## config.mk

```make
export PLATFORM = sky130hd
export DESIGN_NAME = xcvr_mode_ctrl
export DESIGN_NICKNAME = d
export VERILOG_FILES = /design/src/rtl/xmc_pkg.sv /design/src/rtl/xmc_pin_filter.sv /design/src/rtl/xmc_mode_fsm.sv /design/src/rtl/xcvr_mode_ctrl.sv
export SDC_FILE = /design/constraint.sdc
export NUM_CORES = 1
export LEC_CHECK = 0
export ABC_AREA = 0
export BUFFER_PORTS_ARGS = -buffer_cell sky130_fd_sc_hd__buf_2
export CORE_AREA = 2 2 39 41
export CTS_CLUSTER_DIAMETER = 60
export CTS_CLUSTER_SIZE = 20
export DETAILED_ROUTE_END_ITERATION = 6
export DIE_AREA = 0 0 41 43
export PLACE_DENSITY = 0.76
export SKIP_LAST_GASP = 1
export SYNTH_ARGS = -nofsm -noshare
export SYNTH_HDL_FRONTEND = slang
export SYNTH_HIERARCHICAL = 1
export SYNTH_SLANG_ARGS = --single-unit
```

## constraint.sdc

```tcl
create_clock -name clk -period 1.96 [get_ports clk]
set_clock_uncertainty 0.15 [all_clocks]
set_input_delay 0.196 -clock clk [delete_from_list [all_inputs] [get_ports clk]]
set_output_delay 0.196 -clock clk [all_outputs]
set_load 0.02 [all_outputs]
```

## src/rtl/xmc_pkg.sv

```systemverilog
package xmc_pkg;
   typedef enum logic [2:0] {
      M_SLEEP    = 3'd0,
      M_STANDBY  = 3'd1,
      M_PRESLEEP = 3'd2,
      M_LISTEN   = 3'd3,
      M_NORMAL   = 3'd4
   } mode_e;
endpackage

```

## src/rtl/xmc_pin_filter.sv

```systemverilog
module xmc_pin_filter #(
   parameter int SYNC_STAGES = 2,
   parameter int DEB_CYCLES  = 3
) (
   input  logic clk,
   input  logic rst,
   input  logic pin_i,
   output logic lvl_o
);
   if (SYNC_STAGES < 2) begin : g_bad_sync
      $error("xmc_pin_filter: SYNC_STAGES must be at least 2");
   end
   if (DEB_CYCLES < 1) begin : g_bad_deb
      $error("xmc_pin_filter: DEB_CYCLES must be at least 1");
   end

   logic [SYNC_STAGES-1:0] sync_q;
   logic                   sync_out;
   logic                   lvl_q;

   always_ff @(posedge clk) begin
      if (rst) sync_q <= '0;
      else     sync_q <= {sync_q[SYNC_STAGES-2:0], pin_i};
   end
   assign sync_out = sync_q[SYNC_STAGES-1];

   if (DEB_CYCLES == 1) begin : g_direct
      always_ff @(posedge clk) begin
         if (rst) lvl_q <= 1'b0;
         else     lvl_q <= sync_out;
      end
   end else begin : g_count
      localparam int CW = $clog2(DEB_CYCLES);
      logic [CW-1:0] cnt_q;
      always_ff @(posedge clk) begin
         if (rst) begin
            cnt_q <= '0;
            lvl_q <= 1'b0;
         end else if (sync_out == lvl_q) begin
            cnt_q <= '0;
         end else if (cnt_q == CW'(DEB_CYCLES - 1)) begin
            cnt_q <= '0;
            lvl_q <= sync_out;
         end else begin
            cnt_q <= cnt_q + 1'b1;
         end
      end
   end

   assign lvl_o = lvl_q;

   // the filtered level only ever takes the synchronized value
   a_r2_from_sync: assert property (@(posedge clk) disable iff (rst)
      !$stable(lvl_q) |-> (lvl_q == $past(sync_out)));
   // no change while the synchronized input agrees with the filter
   a_r3_quiet: assert property (@(posedge clk) disable iff (rst)
      (sync_out == lvl_q) |=> $stable(lvl_q));
endmodule

```

## src/rtl/xmc_mode_fsm.sv

```systemverilog
module xmc_mode_fsm
   import xmc_pkg::*;
#(
   parameter int GTS_CYCLES = 2
) (
   input  logic  clk,
   input  logic  rst,
   input  logic  live_i,
   input  logic  full_i,
   input  logic  wake_i,
   output mode_e mode_o,
   output logic  reg_en_o
);
   if (GTS_CYCLES < 1) begin : g_bad_gts
      $error("xmc_mode_fsm: GTS_CYCLES must be at least 1");
   end

   localparam int TW = $clog2(GTS_CYCLES + 1);

   mode_e         state_q, state_d;
   logic [TW-1:0] gts_q, gts_d;
   logic          reg_en_q;

   always_comb begin
      state_d = state_q;
      gts_d   = '0;
      if (live_i) begin
         state_d = full_i ? M_NORMAL : M_LISTEN;
      end else begin
         case (state_q)
            M_SLEEP: begin
               if (wake_i) state_d = M_STANDBY;
            end
            M_STANDBY, M_NORMAL, M_LISTEN: begin
               state_d = full_i ? M_PRESLEEP : M_STANDBY;
            end
            M_PRESLEEP: begin
               if (!full_i) begin
                  state_d = M_STANDBY;
               end else if (gts_q == TW'(GTS_CYCLES - 1)) begin
                  state_d = M_SLEEP;
               end else begin
                  gts_d = gts_q + 1'b1;
               end
            end
            default: state_d = M_STANDBY;
         endcase
      end
   end

   always_ff @(posedge clk) begin
      if (rst) begin
         state_q  <= M_STANDBY;
         gts_q    <= '0;
         reg_en_q <= 1'b1;
      end else begin
         state_q  <= state_d;
         gts_q    <= gts_d;
         reg_en_q <= (state_d != M_SLEEP);
      end
   end

   assign mode_o   = state_q;
   assign reg_en_o = reg_en_q;

   // host decode with the live pin high wins in every mode
   a_r4_decode: assert property (@(posedge clk) disable iff (rst)
      live_i |=> (state_q == ($past(full_i) ? M_NORMAL : M_LISTEN)));
   // both pins low outside sleep and pre-sleep give standby
   a_r5_standby: assert property (@(posedge clk) disable iff (rst)
      ((state_q == M_NORMAL || state_q == M_LISTEN || state_q == M_STANDBY)
       && !live_i && !full_i) |=> (state_q == M_STANDBY));
   // the dwell counter stays inside the pre-sleep window
   a_r6_dwell: assert property (@(posedge clk) disable iff (rst)
      (state_q == M_PRESLEEP) |-> (gts_q < TW'(GTS_CYCLES)));
   // sleep is entered only from pre-sleep
   a_r7_entry: assert property (@(posedge clk) disable iff (rst)
      (state_q == M_SLEEP && $past(state_q) != M_SLEEP) |-> ($past(state_q) == M_PRESLEEP));
   // in sleep the full pin has no effect
   a_r7_full_ignored: assert property (@(posedge clk) disable iff (rst)
      (state_q == M_SLEEP && !live_i && !wake_i) |=> (state_q == M_SLEEP));
   // the regulator enable is released only in sleep
   a_r8_release: assert property (@(posedge clk) disable iff (rst)
      !reg_en_q |-> (state_q == M_SLEEP));
   a_r8_hold: assert property (@(posedge clk) disable iff (rst)
      (state_q == M_SLEEP) |-> !reg_en_q);
   // wake leaves sleep for standby
   a_r9_wake: assert property (@(posedge clk) disable iff (rst)
      (state_q == M_SLEEP && !live_i && wake_i) |=> (state_q == M_STANDBY));
endmodule

```

## src/rtl/xcvr_mode_ctrl.sv

```systemverilog
module xcvr_mode_ctrl
   import xmc_pkg::*;
#(
   parameter int SYNC_STAGES = 2,
   parameter int DEB_CYCLES  = 3,
   parameter int GTS_CYCLES  = 2
) (
   input  logic       clk,
   input  logic       rst,
   input  logic       cmd_live_i,
   input  logic       cmd_full_i,
   input  logic       wake_i,
   output logic [2:0] mode_o,
   output logic       reg_en_o
);
   logic  live_f, full_f;
   mode_e mode_w;

   xmc_pin_filter #(.SYNC_STAGES(SYNC_STAGES), .DEB_CYCLES(DEB_CYCLES)) u_live_flt (
      .clk(clk), .rst(rst), .pin_i(cmd_live_i), .lvl_o(live_f));

   xmc_pin_filter #(.SYNC_STAGES(SYNC_STAGES), .DEB_CYCLES(DEB_CYCLES)) u_full_flt (
      .clk(clk), .rst(rst), .pin_i(cmd_full_i), .lvl_o(full_f));

   xmc_mode_fsm #(.GTS_CYCLES(GTS_CYCLES)) u_fsm (
      .clk(clk), .rst(rst), .live_i(live_f), .full_i(full_f), .wake_i(wake_i),
      .mode_o(mode_w), .reg_en_o(reg_en_o));

   assign mode_o = mode_w;

   // reset parks the controller in standby with the regulator on
   a_r1_reset: assert property (@(posedge clk)
      $past(rst) |-> (mode_o == 3'd1 && reg_en_o));
endmodule

```

== Yosys cells after proc, flatten, opt, wreduce, memory -nomap -nowiden ==
Index checks and enable logic that the tools add are counted.
Operators by class
  bitwise logic cells: 4
  reduce and logical (&&, ||, !) cells: 8
  $add $sub $neg: 3
  muxes and demuxes: 7
  equal/unequal tests: 9
Operators with widths (number)
  3-bit two-way mux: 5
  3-bit one-hot mux with 3 select lines: 1
  3-bit OR reduction: 3
  2-bit by 1-bit adder with 2-bit output, second input constant: 3
  3-bit by 2-bit == test with 1-bit output, second input constant: 2
  5-bit OR reduction: 1
  2-bit == test, second input constant: 2
  1-bit NOT: 4
  2-bit AND reduction: 2
  3-bit by 1-bit == test with 1-bit output, second input constant: 1
  3-bit == test, second input constant: 1
  3-bit zero test: 1
  3-bit nonzero test: 1
  1-bit == test: 2
  2-bit by 1-bit == test with 1-bit output, second input constant: 1
  2-bit two-way mux: 1
Storage, ports and cells
  output and inout port bits: 4
  register bits: 16
  word-level logic and storage cells: 40
  bits of input ports: 5

== Logic depth before layout (Yosys ltp) ==
Gate-level depths: netlist of the first run.
  depth in word-level cells: 6
  gate-level depth with buffers: 5
  gate-level depth less buffers: 5

== By module ==
Netlist of the first run, hierarchy kept.
Modules (own cells, without submodules)
  xmc_pin_filter: seq. area each 100.1 µm², cells each 14, area an instance 163.9 µm², times used 2
  xmc_mode_fsm: seq. area each 120.1 µm², cells each 30, area an instance 275.3 µm², times used 1

== Worst setup path after synthesis of the first run ==
No wires, ideal clock.
  kind: reg2reg
  from: register u_fsm.state_q[1] (netlist: u_fsm/mode_o[1])
  to: register u_fsm.state_q[0] (netlist: u_fsm/mode_o[0])
  clock period less this slack: 1.469 ns
  setup time: 0.123 ns
  cell stages (with the launch flop): 4
  arrival: 1.196 ns
  data required time: 1.687 ns
  setup slack: 0.491 ns
  buffers on the path: 0
  path through: dfxtp_1 -> or4_1 -> a211oi_2 -> a21oi_1
Between the ends
  longest elaborated chain between the ends: 4
  elaborated cells on any way between the ends: 8
  classes of those cells: eq/ne: 4; mux: 2; reduce/logical: 2
Ends and longest elaborated chain
  start, declared: RTL line xmc_mode_fsm.sv:20  | mode_e state_q, state_d;
  start signal, assigned: RTL line xmc_mode_fsm.sv:57  | state_q <= state_d;
  3-bit by 1-bit == test with 1-bit output (tied with other cells): RTL line xmc_mode_fsm.sv:30  | case (state_q)
  3-bit OR reduction: RTL line xmc_mode_fsm.sv:30
  3-bit one-hot mux with 3 select lines *: RTL line xmc_mode_fsm.sv:30
  3-bit two-way mux *: RTL line xmc_mode_fsm.sv:27  | if (live_i) begin
Every way passes the cells marked *; elsewhere a longest branch is shown, timed or not.
A chain may end at the register's enable or synchronous reset.

== Final worst setup path of the first run ==
Ends and elaborated chain as after synthesis.

==> results.json, run 1 <==
{
  "synth_fa_ha_area_share_pct": 6.22,
  "effective_utilization_at_floorplan_pct": 43.6,
  "crit_path_max_fanout": 7,
  "ys_seq_elements": 16,
  "synth_to_final_area_change_pct": 19.3,
  "cts_inserted_buffers": 3,
  "antenna_cells_inserted": 0,
  "grt_max_degree": 15,
  "timing.final.crit_share_pct": 74.4,
  "route.detailed.drc": 0,
  "clock_tree.htree_level_count": 1,
  "drt_iter0_drc": 10,
  "yosys.area.top_type_share_pct": 53.1,
  "synth_enable_flop_cells": 0,
  "ctsResizeCount": 0,
  "cp-end-kind": "flop",
  "p_leak_nw": 0.281,
  "synth.yosys.warnings": 6,
  "route.detailed.vias_per_inst": 5.15,
  "hold_class": "primary input to flop",
  "clock_transition_at_the_registers_of_the_reported_paths_ps": 90,
  "globalRoute.totalOverflow": 0,
  "detailed_place.area_um2": 663,
  "dominantRegCellSynth": "sky130_fd_sc_hd__dfxtp_1",
  "global_route.usage.total_pct": 14.1,
  "cts-root-buf": "sky130_fd_sc_hd__clkbuf_4",
  "critPathRequiredTime_ps": 1990,
  "yosys.cell_types.count": 21,
  "holdWs_ps": 98.3,
  "dp.cells": 82,
  "synth_top_area_cell": "sky130_fd_sc_hd__dfxtp_1",
  "worst_vdd_drop_uv": 453,
  "postSynthAreaPerCell_um2": 10.4,
  "synth.cell_area_um2": 603,
  "place_hpwl_um": 650,
  "fin_cells": 88,
  "routed_wire_length_per_instance_um": 10.5,
  "library_cell_with_the_highest_instance_count_after_synthesis": "sky130_fd_sc_hd__dfxtp_1",
  "synth_nets": 66,
  "muxShareOfSynthArea_pct": 3.32,
  "share_of_synthesized_flip_flops_with_an_asynchronous_set_or_reset_pct": 0,
  "timing_max_transition_violations_final": 0,
  "critical_path.startpoint": "u_fsm/mode_o[1]",
  "post_synth_xor_area_fraction_pct": 2.90,
  "timing.setup.tns_ps": 0,
  "synthSimpleGateAreaFrac_pct": 20.1,
  "synth_top_family_by_area": "simple AND/OR/NAND/NOR gates",
  "slew_headroom_pct": 69.3,
  "reg2reg_to": "u_fsm/mode_o[0]",
  "antenna_found_initial": 0,
  "placement_row_count": 14,
  "setup_ws_ps": 503,
  "synth_sequential_area_ratio_pct": 53.1,
  "first_global_vias": 442,
  "tritoncts_clock_tree": "done",
  "result_of_the_run": "finished, final reports clean",
  "grt_pass1_wl_um": 1660,
  "final_antenna_net_count": 0,
  "path_class": "flop to flop",
  "r2r-start": "u_fsm/mode_o[1]",
  "netlist_top_cells_area": "sky130_fd_sc_hd__dfxtp_1 53%, sky130_fd_sc_hd__nor2b_1 7.3%, sky130_fd_sc_hd__ha_1 6.2%, sky130_fd_sc_hd__nor4_1 4.1%, sky130_fd_sc_hd__nor2_1 3.7%",
  "netlist_top_cells_count": "16 x sky130_fd_sc_hd__dfxtp_1, 7 x sky130_fd_sc_hd__nor2b_1, 6 x sky130_fd_sc_hd__nor2_1",
  "place_ws_ps": 523,
  "die-height_um": 43,
  "achievable-frequency_ghz": 0.686,
  "die_area_um2": 1760,
  "layout-drive-gt1-share_pct": 19.4,
  "worst_setup_path_endpoint": "u_fsm/mode_o[0]",
  "insertion_delay_ps": 280,
  "worst_max_slew_pin_slew_ps": 454,
  "critPathLaunchType": "flop",
  "finished_cell_area_um2": 719,
  "cts_post_setup_buffers_inserted": 0,
  "cts_hold_repair.buffers": 2,
  "drt-total-wl_um": 926,
  "final_nets": 81,
  "rr_worst_depth": 3,
  "placeable_core_region_um2": 1380,
  "cells_after_synthesis": 58,
  "synth_compound_area_share_pct": 12.4,
  "routed-via-count": 453,
  "cts-root-to-sink-buffers": 2,
  "detail_route.first_pass.iterations": 3,
  "dieWidth_um": 41,
  "wp_data_arrival_ps": 1480,
  "regToRegSetupSlack_ps": 500,
  "cap_violations": 0,
  "fillers": 138,
  "numPortBuffers": 8,
  "gp_routability_congestion": 0.641,
  "setup-violations-final": 0,
  "clkSinkCount": 16,
  "final-hold-violation-count": 0,
  "final.min_clock_period_ps": 1460,
  "power.density_nw_per_um2": 783,
  "design.portCount": 9,
  "rsz0062_at_grt": "no"
}
## registers in the layout, summed over array words and instances (netlist names)
register                  flops
u_full_flt/g_count.cnt_q      2
u_live_flt/g_count.cnt_q      2
u_full_flt/lvl_o              1
u_full_flt/sync_q             2
u_live_flt/sync_q             2
u_fsm/reg_en_o                1
u_live_flt/lvl_o              1
u_fsm/gts_q                   2
u_fsm/mode_o                  3
## cell usage in the layout, fill, tap and decap left out, drive strengths merged
master       synthesis  routed
nor2                 6       6
a21bo                1       1
buf                  0       8
nor2b                7       7
mux2i                2       2
a21oi                2       2
nor4                 4       4
or4                  1       1
a211oi               1       1
nand3                1       1
ha                   3       3
nand2b               1       1
o31ai                1       1
o2111ai              1       1
clkbuf               0       4
nor3                 1       1
xnor2                2       2
o21ai                2       2
a21o                 1       1
o311ai               1       1
dfxtp               16      16
and2                 1       1
inv                  3       3
dlygate4sd3          0       2
## power breakdown
part	switching [mW]	internal, mW	leakage (nW)
combinational	0.00831	0.00974	0.130
sequential	0.00213	0.330	0.130
clock	0.100	0.113	0.0210
## routing by layer
metal	share of wire, %	vias to the layer above	GRT usage [%]
li1	-	233	-
met1	47	207	16.1
met2	46	11	21.9
met3	5.4	2	3.14
met4	2.1	0	10.0
met5	0	-	0
## kinds of logic (layout without fill, tap and decap cells)
group                    Yosys count  count (layout)
AND/OR/NAND/NOR                   22              22
flip-flops                        16              16
AO/OA/AOI/OAI                     10              10
adder cells (fa/ha/maj)            3               3
buffers and inverters              3              17
XOR/XNOR                           2               2
multiplexers                       2               2
## critical path, cell delays in order (launching register included)
cell and delay (ps):
sky130_fd_sc_hd__dfxtp_1 360, sky130_fd_sc_hd__or4_1 540, sky130_fd_sc_hd__a211oi_2 240, sky130_fd_sc_hd__a21oi_1 60
## per-stage QoR
stage / power (mW) / util, %
finish: 0.563 / 52.0
global route: 0.586 / 52.0
CTS: 0.571 / 52.0
detailed placement: 0.355 / 47.9
global placement: 0.354 / 47.9
floorplan: 0.346 / -
## worst min-delay path by stage
stage | cells past startpoint | end | start | slack [ps]
2_1_floorplan | 1 | u_fsm/mode_o[1] | rst | 120
3_3_place_gp | 1 | u_fsm/gts_q[0] | u_fsm/gts_q[0] | 260
3_5_place_dp | 2 | u_full_flt/sync_q[0] | cmd_full_i | 260
4_1_cts | 2 | u_full_flt/sync_q[1] | rst | 90
5_1_grt | 2 | u_full_flt/sync_q[1] | rst | 100
6_report | 2 | u_full_flt/sync_q[1] | rst | 100
## final cells by class
| cell class | count | area, um^2 | area share, % |
|---|---|---|---|
| Sequential cell | 16 | 320 | 44.5 |
| Inverter | 3 | 11.3 | 1.57 |
| Clock buffer | 4 | 36.3 | 5.04 |
| Timing Repair Buffer | 10 | 60.1 | 8.35 |
| Multi-Input combinational cell | 39 | 272 | 37.7 |
| Tap cell | 16 | 20.0 | 2.78 |
Note: power is estimated with default switching activity, not from simulation.
==> inputs of run 2 (changes only) <==
--- a/config.mk
+++ b/config.mk
@@ -7,12 +7,11 @@
 export LEC_CHECK = 0
 export ABC_AREA = 0
 export BUFFER_PORTS_ARGS = -buffer_cell sky130_fd_sc_hd__buf_2
-export CORE_AREA = 2 2 39 41
+export CORE_UTILIZATION = 46
 export CTS_CLUSTER_DIAMETER = 60
 export CTS_CLUSTER_SIZE = 20
 export DETAILED_ROUTE_END_ITERATION = 6
-export DIE_AREA = 0 0 41 43
-export PLACE_DENSITY = 0.76
+export PLACE_DENSITY = 0.79
 export SKIP_LAST_GASP = 1
 export SYNTH_ARGS = -nofsm -noshare
 export SYNTH_HDL_FRONTEND = slang
==> constraint.sdc (replaced) <==
create_clock -name clk -period 1.3 [get_ports clk]
set_clock_uncertainty 0.15 [all_clocks]
set_input_delay 0.13 -clock clk [delete_from_list [all_inputs] [get_ports clk]]
set_output_delay 0.13 -clock clk [all_outputs]
set_load 0.02 [all_outputs]
==> run 2 against run 1 <==
Compared with the run above: the run now ends with negative setup slack left; power up 38%; clock power grew 18%; sequential share of layout area decreased by 2.1 points; first-iteration DRC count is 70% lower; die area down 17%; register-to-register slack worse by 570 ps; sequential power increased by 50%; combinational power is 53% higher; non-clock buffer count is 7 higher; flip-flop and latch count unchanged; critical path type unchanged; largest power group unchanged.
==> results.json, run 2 (synthesized netlist as in run 1, its figures left out) <==
{
  "final_nets": 88,
  "first_global_vias": 394,
  "place_hpwl_um": 777,
  "worst-path-buf-inv": 2,
  "path_class": "flop to flop",
  "clock_tree.htree_level_count": 1,
  "route.detailed.vias_per_inst": 5.06,
  "timing.setup.tns_ps": -143,
  "cp-end-kind": "flop",
  "violations_in_the_final_reports": "negative setup slack",
  "setup-violations-final": 3,
  "clock_transition_at_the_registers_of_the_reported_paths_ps": 90,
  "placeable_core_region_um2": 1160,
  "worst_max_slew_pin_slew_ps": 262,
  "tritoncts_clock_tree": "done",
  "largest_register_ff_count": 3,
  "gp_routability_congestion": 0.705,
  "power.density_nw_per_um2": 1010,
  "wp_data_arrival_ps": 1360,
  "cts-root-buf": "sky130_fd_sc_hd__clkbuf_4",
  "crit_path_max_fanout": 2,
  "drt-total-wl_um": 971,
  "finished_cell_area_um2": 769,
  "insertion_delay_ps": 270,
  "final_cell_mix": "13 x sky130_fd_sc_hd__dfxtp_1, 8 x sky130_fd_sc_hd__buf_2, 7 x sky130_fd_sc_hd__buf_4, 7 x sky130_fd_sc_hd__nor2b_1, 6 x sky130_fd_sc_hd__nor2_1",
  "p_leak_nw": 0.312,
  "clock_power_share_pct": 32.3,
  "achievable-frequency_ghz": 0.734,
  "result_of_the_run": "finished, violations left",
  "global_route.usage.total_pct": 15.8,
  "grt_pass1_wl_um": 1570,
  "final.min_clock_period_ps": 1360,
  "dieWidth_um": 38.2,
  "critical-path-max-stage-delay_ps": 310,
  "timing_max_transition_violations_final": 0,
  "fillers": 92,
  "m1WireLength_um": 464,
  "met2_length_um": 470,
  "cap_violations": 0,
  "design.portCount": 9,
  "synth_to_final_area_change_pct": 27.6,
  "detailed_place.area_um2": 722,
  "routed-via-count": 471,
  "die-height_um": 38.2,
  "layout.cells.most_common": "sky130_fd_sc_hd__dfxtp_1",
  "final-hold-violation-count": 0,
  "slew_headroom_pct": 82.3,
  "share_seq_of_total_power_pct": 64.1,
  "p_sw_uw": 148,
  "top_layer_used": "met4",
  "crit_chain": "inv_1 > ha_1 > nor2b_1 > o311ai_1 > buf_4 > o2111ai_1",
  "antenna_cells_inserted": 0,
  "worst_vdd_drop_uv": 730,
  "placement_row_count": 12,
  "globalRoute.totalOverflow": 0,
  "comb_pwr_share_pct": 3.6,
  "clkSinkCount": 16,
  "rsz0062_at_grt": "yes",
  "critPathLaunchType": "flop",
  "antenna_found_initial": 0,
  "grt_max_degree": 15,
  "power_switching_share_pct": 19.1,
  "cellInternalPower_uw": 629,
  "layout-drive-gt1-share_pct": 30.4,
  "drt_iter0_drc": 3,
  "hold_class": "primary input to flop",
  "timing.final.crit_share_pct": 105,
  "critPathRequiredTime_ps": 1300,
  "routed_wire_length_per_instance_um": 10.4,
  "worst_path_max_delay_cell": "sky130_fd_sc_hd__dfxtp_1",
  "final_antenna_net_count": 0,
  "setup_ws_ps": -63.1,
  "die_area_um2": 1460,
  "numPortBuffers": 8,
  "layout.core_utilization_pct": 66.6,
  "met3WireLength_um": 25,
  "detail_route.first_pass.iterations": 4,
  "effective_utilization_at_floorplan_pct": 52.2,
  "route.detailed.drc": 0,
  "crit_family": "compound AO/OA/AOI/OAI gates",
  "cts_inserted_buffers": 3,
  "holdWs_ps": 40.4,
  "cts-root-to-sink-buffers": 2
}
-- run 2: cell count changes in the layout (fill, tap and decap cells not counted) --
cell                       delta
sky130_fd_sc_hd__clkbuf_8     -1
sky130_fd_sc_hd__buf_4        +7
sky130_fd_sc_hd__dfxtp_2      +2
sky130_fd_sc_hd__o311ai_1     +1
sky130_fd_sc_hd__o21ai_1      +1
sky130_fd_sc_hd__clkbuf_1     +1
sky130_fd_sc_hd__dfxtp_4      +1
sky130_fd_sc_hd__or4_4        +1
sky130_fd_sc_hd__o311ai_0     -1
sky130_fd_sc_hd__dfxtp_1      -3
sky130_fd_sc_hd__o21ai_0      -1
sky130_fd_sc_hd__or4_1        -1
-- run 2: metrics by stage --
step | setup slack [ps] | instances | power [mW]
after floorplan | -61.9 | 58 | 0.520
after global placement | -90.8 | 87 | 0.532
after detailed placement | -95.3 | 87 | 0.533
after CTS | -65.9 | 93 | 0.795
after global routing | -92.7 | 93 | 0.812
final | -63.1 | 93 | 0.777
-- run 2: what timing repair did --
item                       CTS  global route
gates cloned                 0             0
pin swaps                    0             1
hold endpoints to repair     2             0
setup buffers                0             0
setup endpoints to repair    3             4
hold buffers                 2             0
gates resized for setup      1             2
-- run 2: final timing paths --
check                               startpoint                to  slack (ps)  cells after the start
worst max-delay path            u_fsm/gts_q[1]    u_fsm/reg_en_o         -60                      6
worst min-delay path                       rst  u_live_flt/lvl_o          40                      2
worst max register to register  u_fsm/gts_q[1]    u_fsm/reg_en_o         -60                      6
worst min register to register  u_fsm/gts_q[0]    u_fsm/gts_q[0]         260                      1
-- run 2: cell type report --
| class | instances | area, um^2 | area share, % |
|---|---|---|---|
| Clock buffer | 4 | 26.3 | 3.41 |
| Inverter | 3 | 11.3 | 1.46 |
| Multi-Input combinational cell | 39 | 275 | 35.8 |
| Sequential cell | 16 | 327 | 42.4 |
| Tap cell | 14 | 17.5 | 2.28 |
| Timing Repair Buffer | 17 | 113 | 14.6 |
-- run 2: power groups by stage --
stage / registers (mW) / clock network (mW) / logic [mW]
4_1_cts: 0.499 / 0.268 / 0.0281
6_report: 0.498 / 0.251 / 0.0276
2_1_floorplan: 0.510 / 0 / 0.00999
3_3_place_gp: 0.510 / 0 / 0.0226
3_5_place_dp: 0.510 / 0 / 0.0233
5_1_grt: 0.499 / 0.282 / 0.0305
-- run 2: layer usage --
layer	vias to the layer above	global-route usage, %
met2	7	25.8
met4	0	10.7
li1	249	-
met1	213	19.1
met5	-	0
met3	2	1.74
-- run 2: worst reg2reg max path: cells and delay by family (launching register included) --
kind	cells	cell delay, ps
flops	1	310
simple gates	1	50
compound gates	2	380
fa+ha+maj	1	130
buf+inv	2	220
==> inputs of run 3 (changes only) <==
--- a/config.mk
+++ b/config.mk
@@ -8,6 +8,7 @@
 export ABC_AREA = 0
 export BUFFER_PORTS_ARGS = -buffer_cell sky130_fd_sc_hd__buf_2
 export CORE_UTILIZATION = 46
+export CTS_BUF_LIST = sky130_fd_sc_hd__clkbuf_8 sky130_fd_sc_hd__clkbuf_16
 export CTS_CLUSTER_DIAMETER = 60
 export CTS_CLUSTER_SIZE = 20
 export DETAILED_ROUTE_END_ITERATION = 6
==> constraint.sdc (replaced) <==
create_clock -name clk -period 1.3 [get_ports clk]
set_clock_uncertainty 0.15 [all_clocks]
set_input_delay 0.065 -clock clk [delete_from_list [all_inputs] [get_ports clk]]
set_output_delay 0.065 -clock clk [all_outputs]
set_load 0.02 [all_outputs]
==> run 3 against run 2 <==
Compared with the run above: the run still ends with negative setup slack left; design area increased by 2.4%; count of clock-buffer cells in the layout decreased by 1; fmax increased by 0.37%; first-iteration DRC count decreased by 33%; register-to-register slack about the same; via count decreased by 0.64%.
==> results.json, run 3 (synthesized netlist as in run 1, its figures left out) <==
{
  "reg2reg_to": "u_fsm/mode_o[0]",
  "layout-drive-gt1-share_pct": 30.4,
  "routed_wire_length_per_instance_um": 10.5,
  "regToRegSetupSlack_ps": -60,
  "cap_violations": 0,
  "die-height_um": 38.2,
  "path_class": "flop to flop",
  "worst_setup_path_endpoint": "u_fsm/mode_o[0]",
  "synth_to_final_area_change_pct": 30.7,
  "finalPower_uw": 875,
  "power.density_nw_per_um2": 1110,
  "die_area_um2": 1460,
  "route.detailed.drc": 0,
  "cts_inserted_buffers": 3,
  "drt-total-wl_um": 981,
  "rsz0062_at_grt": "yes",
  "result_of_the_run": "finished, violations left",
  "drt_iter0_drc": 2,
  "antenna_cells_inserted": 0,
  "numPortBuffers": 8,
  "detail_route.first_pass.iterations": 2,
  "crit_path_max_fanout": 4,
  "rr_worst_depth": 3,
  "setup_ws_ps": -58.2,
  "violations_in_the_final_reports": "negative setup slack",
  "dieWidth_um": 38.2,
  "worst-path-buf-inv": 0,
  "critPathRequiredTime_ps": 1270,
  "cts-root-buf": "sky130_fd_sc_hd__clkbuf_8",
  "crit_cells": 3,
  "timing.final.crit_share_pct": 104,
  "placeable_core_region_um2": 1160,
  "timing_max_transition_violations_final": 0,
  "place_hpwl_um": 777,
  "first_global_vias": 401,
  "clock_transition_at_the_registers_of_the_reported_paths_ps": 60,
  "tritoncts_clock_tree": "done",
  "achievable-frequency_ghz": 0.736,
  "layout.cells.most_common": "sky130_fd_sc_hd__dfxtp_1",
  "timing.setup.tns_ps": -120,
  "global_route.usage.total_pct": 16.3,
  "design.portCount": 9,
  "critPathLaunchType": "flop",
  "route.detailed.vias_per_inst": 5.03,
  "routed-via-count": 468,
  "worst_vdd_drop_uv": 799,
  "crit_family": "simple AND/OR/NAND/NOR gates",
  "critical_path.startpoint": "u_fsm/mode_o[0]",
  "p_leak_nw": 0.324,
  "globalRoute.totalOverflow": 0,
  "final_nets": 88,
  "r2r-start": "u_fsm/mode_o[0]",
  "setup-violations-final": 3,
  "clock_tree.htree_level_count": 1,
  "largest_register_ff_count": 3,
  "worst_max_slew_pin_slew_ps": 262,
  "final.min_clock_period_ps": 1360,
  "crit_chain": "or4_4 > a211oi_2 > a21oi_1",
  "antenna_found_initial": 0,
  "critical-path-max-stage-delay_ps": 510,
  "final_antenna_net_count": 0,
  "wp_data_arrival_ps": 1330,
  "fillers": 86,
  "clkSinkCount": 16,
  "cp-end-kind": "flop",
  "grt_max_degree": 15,
  "gp_routability_congestion": 0.705,
  "effective_utilization_at_floorplan_pct": 52.2,
  "place_ws_ps": -95.3,
  "grt_pass1_wl_um": 1600,
  "placement_row_count": 12,
  "holdWs_ps": 14.3,
  "hold_class": "primary input to flop",
  "insertion_delay_ps": 240,
  "slew_headroom_pct": 82.3,
  "final_cell_mix": "13 x sky130_fd_sc_hd__dfxtp_1, 8 x sky130_fd_sc_hd__buf_2, 7 x sky130_fd_sc_hd__buf_4, 7 x sky130_fd_sc_hd__nor2b_1, 6 x sky130_fd_sc_hd__nor2_1",
  "final-hold-violation-count": 0,
  "worst_path_max_delay_cell": "sky130_fd_sc_hd__or4_4",
  "cts-root-to-sink-buffers": 2
}
==> run 3: cell count changes in the layout (fill, tap and decap cells not counted) <==
cell	delta
sky130_fd_sc_hd__clkbuf_8	+3
sky130_fd_sc_hd__clkbuf_4	-3
sky130_fd_sc_hd__inv_1	+1
sky130_fd_sc_hd__clkbuf_1	-1
==> run 3: layer usage <==
metal  global-route usage (%)  up-vias  share of wire (%)
li1                         -      249                  -
met1                     19.1      210                 48
met2                     26.3        7                 49
met3                     3.49        2                2.2
met4                     10.7        0                1.1
met5                        0        -                  0
==> run 3: area by class of cell <==
class,instances,area (um^2),area share [%]
multi-input cells,39,275,34.9
well taps,14,17.5,2.22
inverters,3,11.3,1.43
clock inverters,1,3.75,0.476
clock buffers,3,41.3,5.24
repair buffers,17,113,14.3
flip-flops and latches,16,327,41.4
==> run 3: worst min-delay path by stage <==
stage                          start              endpoint  slack [ps]  cells past startpoint
after global placement    cmd_full_i  u_full_flt/sync_q[0]         130                      2
final                            rst      u_full_flt/lvl_o          10                      2
after detailed placement  cmd_full_i  u_full_flt/sync_q[0]         130                      2
after CTS                        rst      u_full_flt/lvl_o           3                      2
after global routing             rst      u_live_flt/lvl_o          20                      2
after floorplan                  rst       u_fsm/mode_o[1]         -20                      1
==> run 3: stage by stage <==
stage	cells	utilization [%]	cell area, um^2
5_1_grt	93	68.2	788
6_report	93	68.2	788
2_1_floorplan	58	-	612
4_1_cts	93	68.1	787
3_3_place_gp	87	62.4	722
3_5_place_dp	87	62.4	722
==> run 3: power breakdown <==
| part | leakage (nW) | switching (mW) | internal (mW) | total [mW] |
|---|---|---|---|---|
| Sequential | 0.131 | 0.00316 | 0.496 | 0.500 |
| Combinational | 0.166 | 0.0127 | 0.0149 | 0.0276 |
| Clock | 0.0269 | 0.140 | 0.208 | 0.348 |
==> run 3: repair_timing <==
action	in CTS	in global routing
setup buffers	0	0
setup endpoints to repair	3	5
resized for setup	1	2
pin swaps	0	1
hold buffers	2	0
hold endpoints to repair	2	0
==> run 3: worst reg2reg max path, stage by stage (launching register included) <==
cell and delay [ps]:
sky130_fd_sc_hd__dfxtp_4 350, sky130_fd_sc_hd__or4_4 510, sky130_fd_sc_hd__a211oi_2 180, sky130_fd_sc_hd__a21oi_1 50
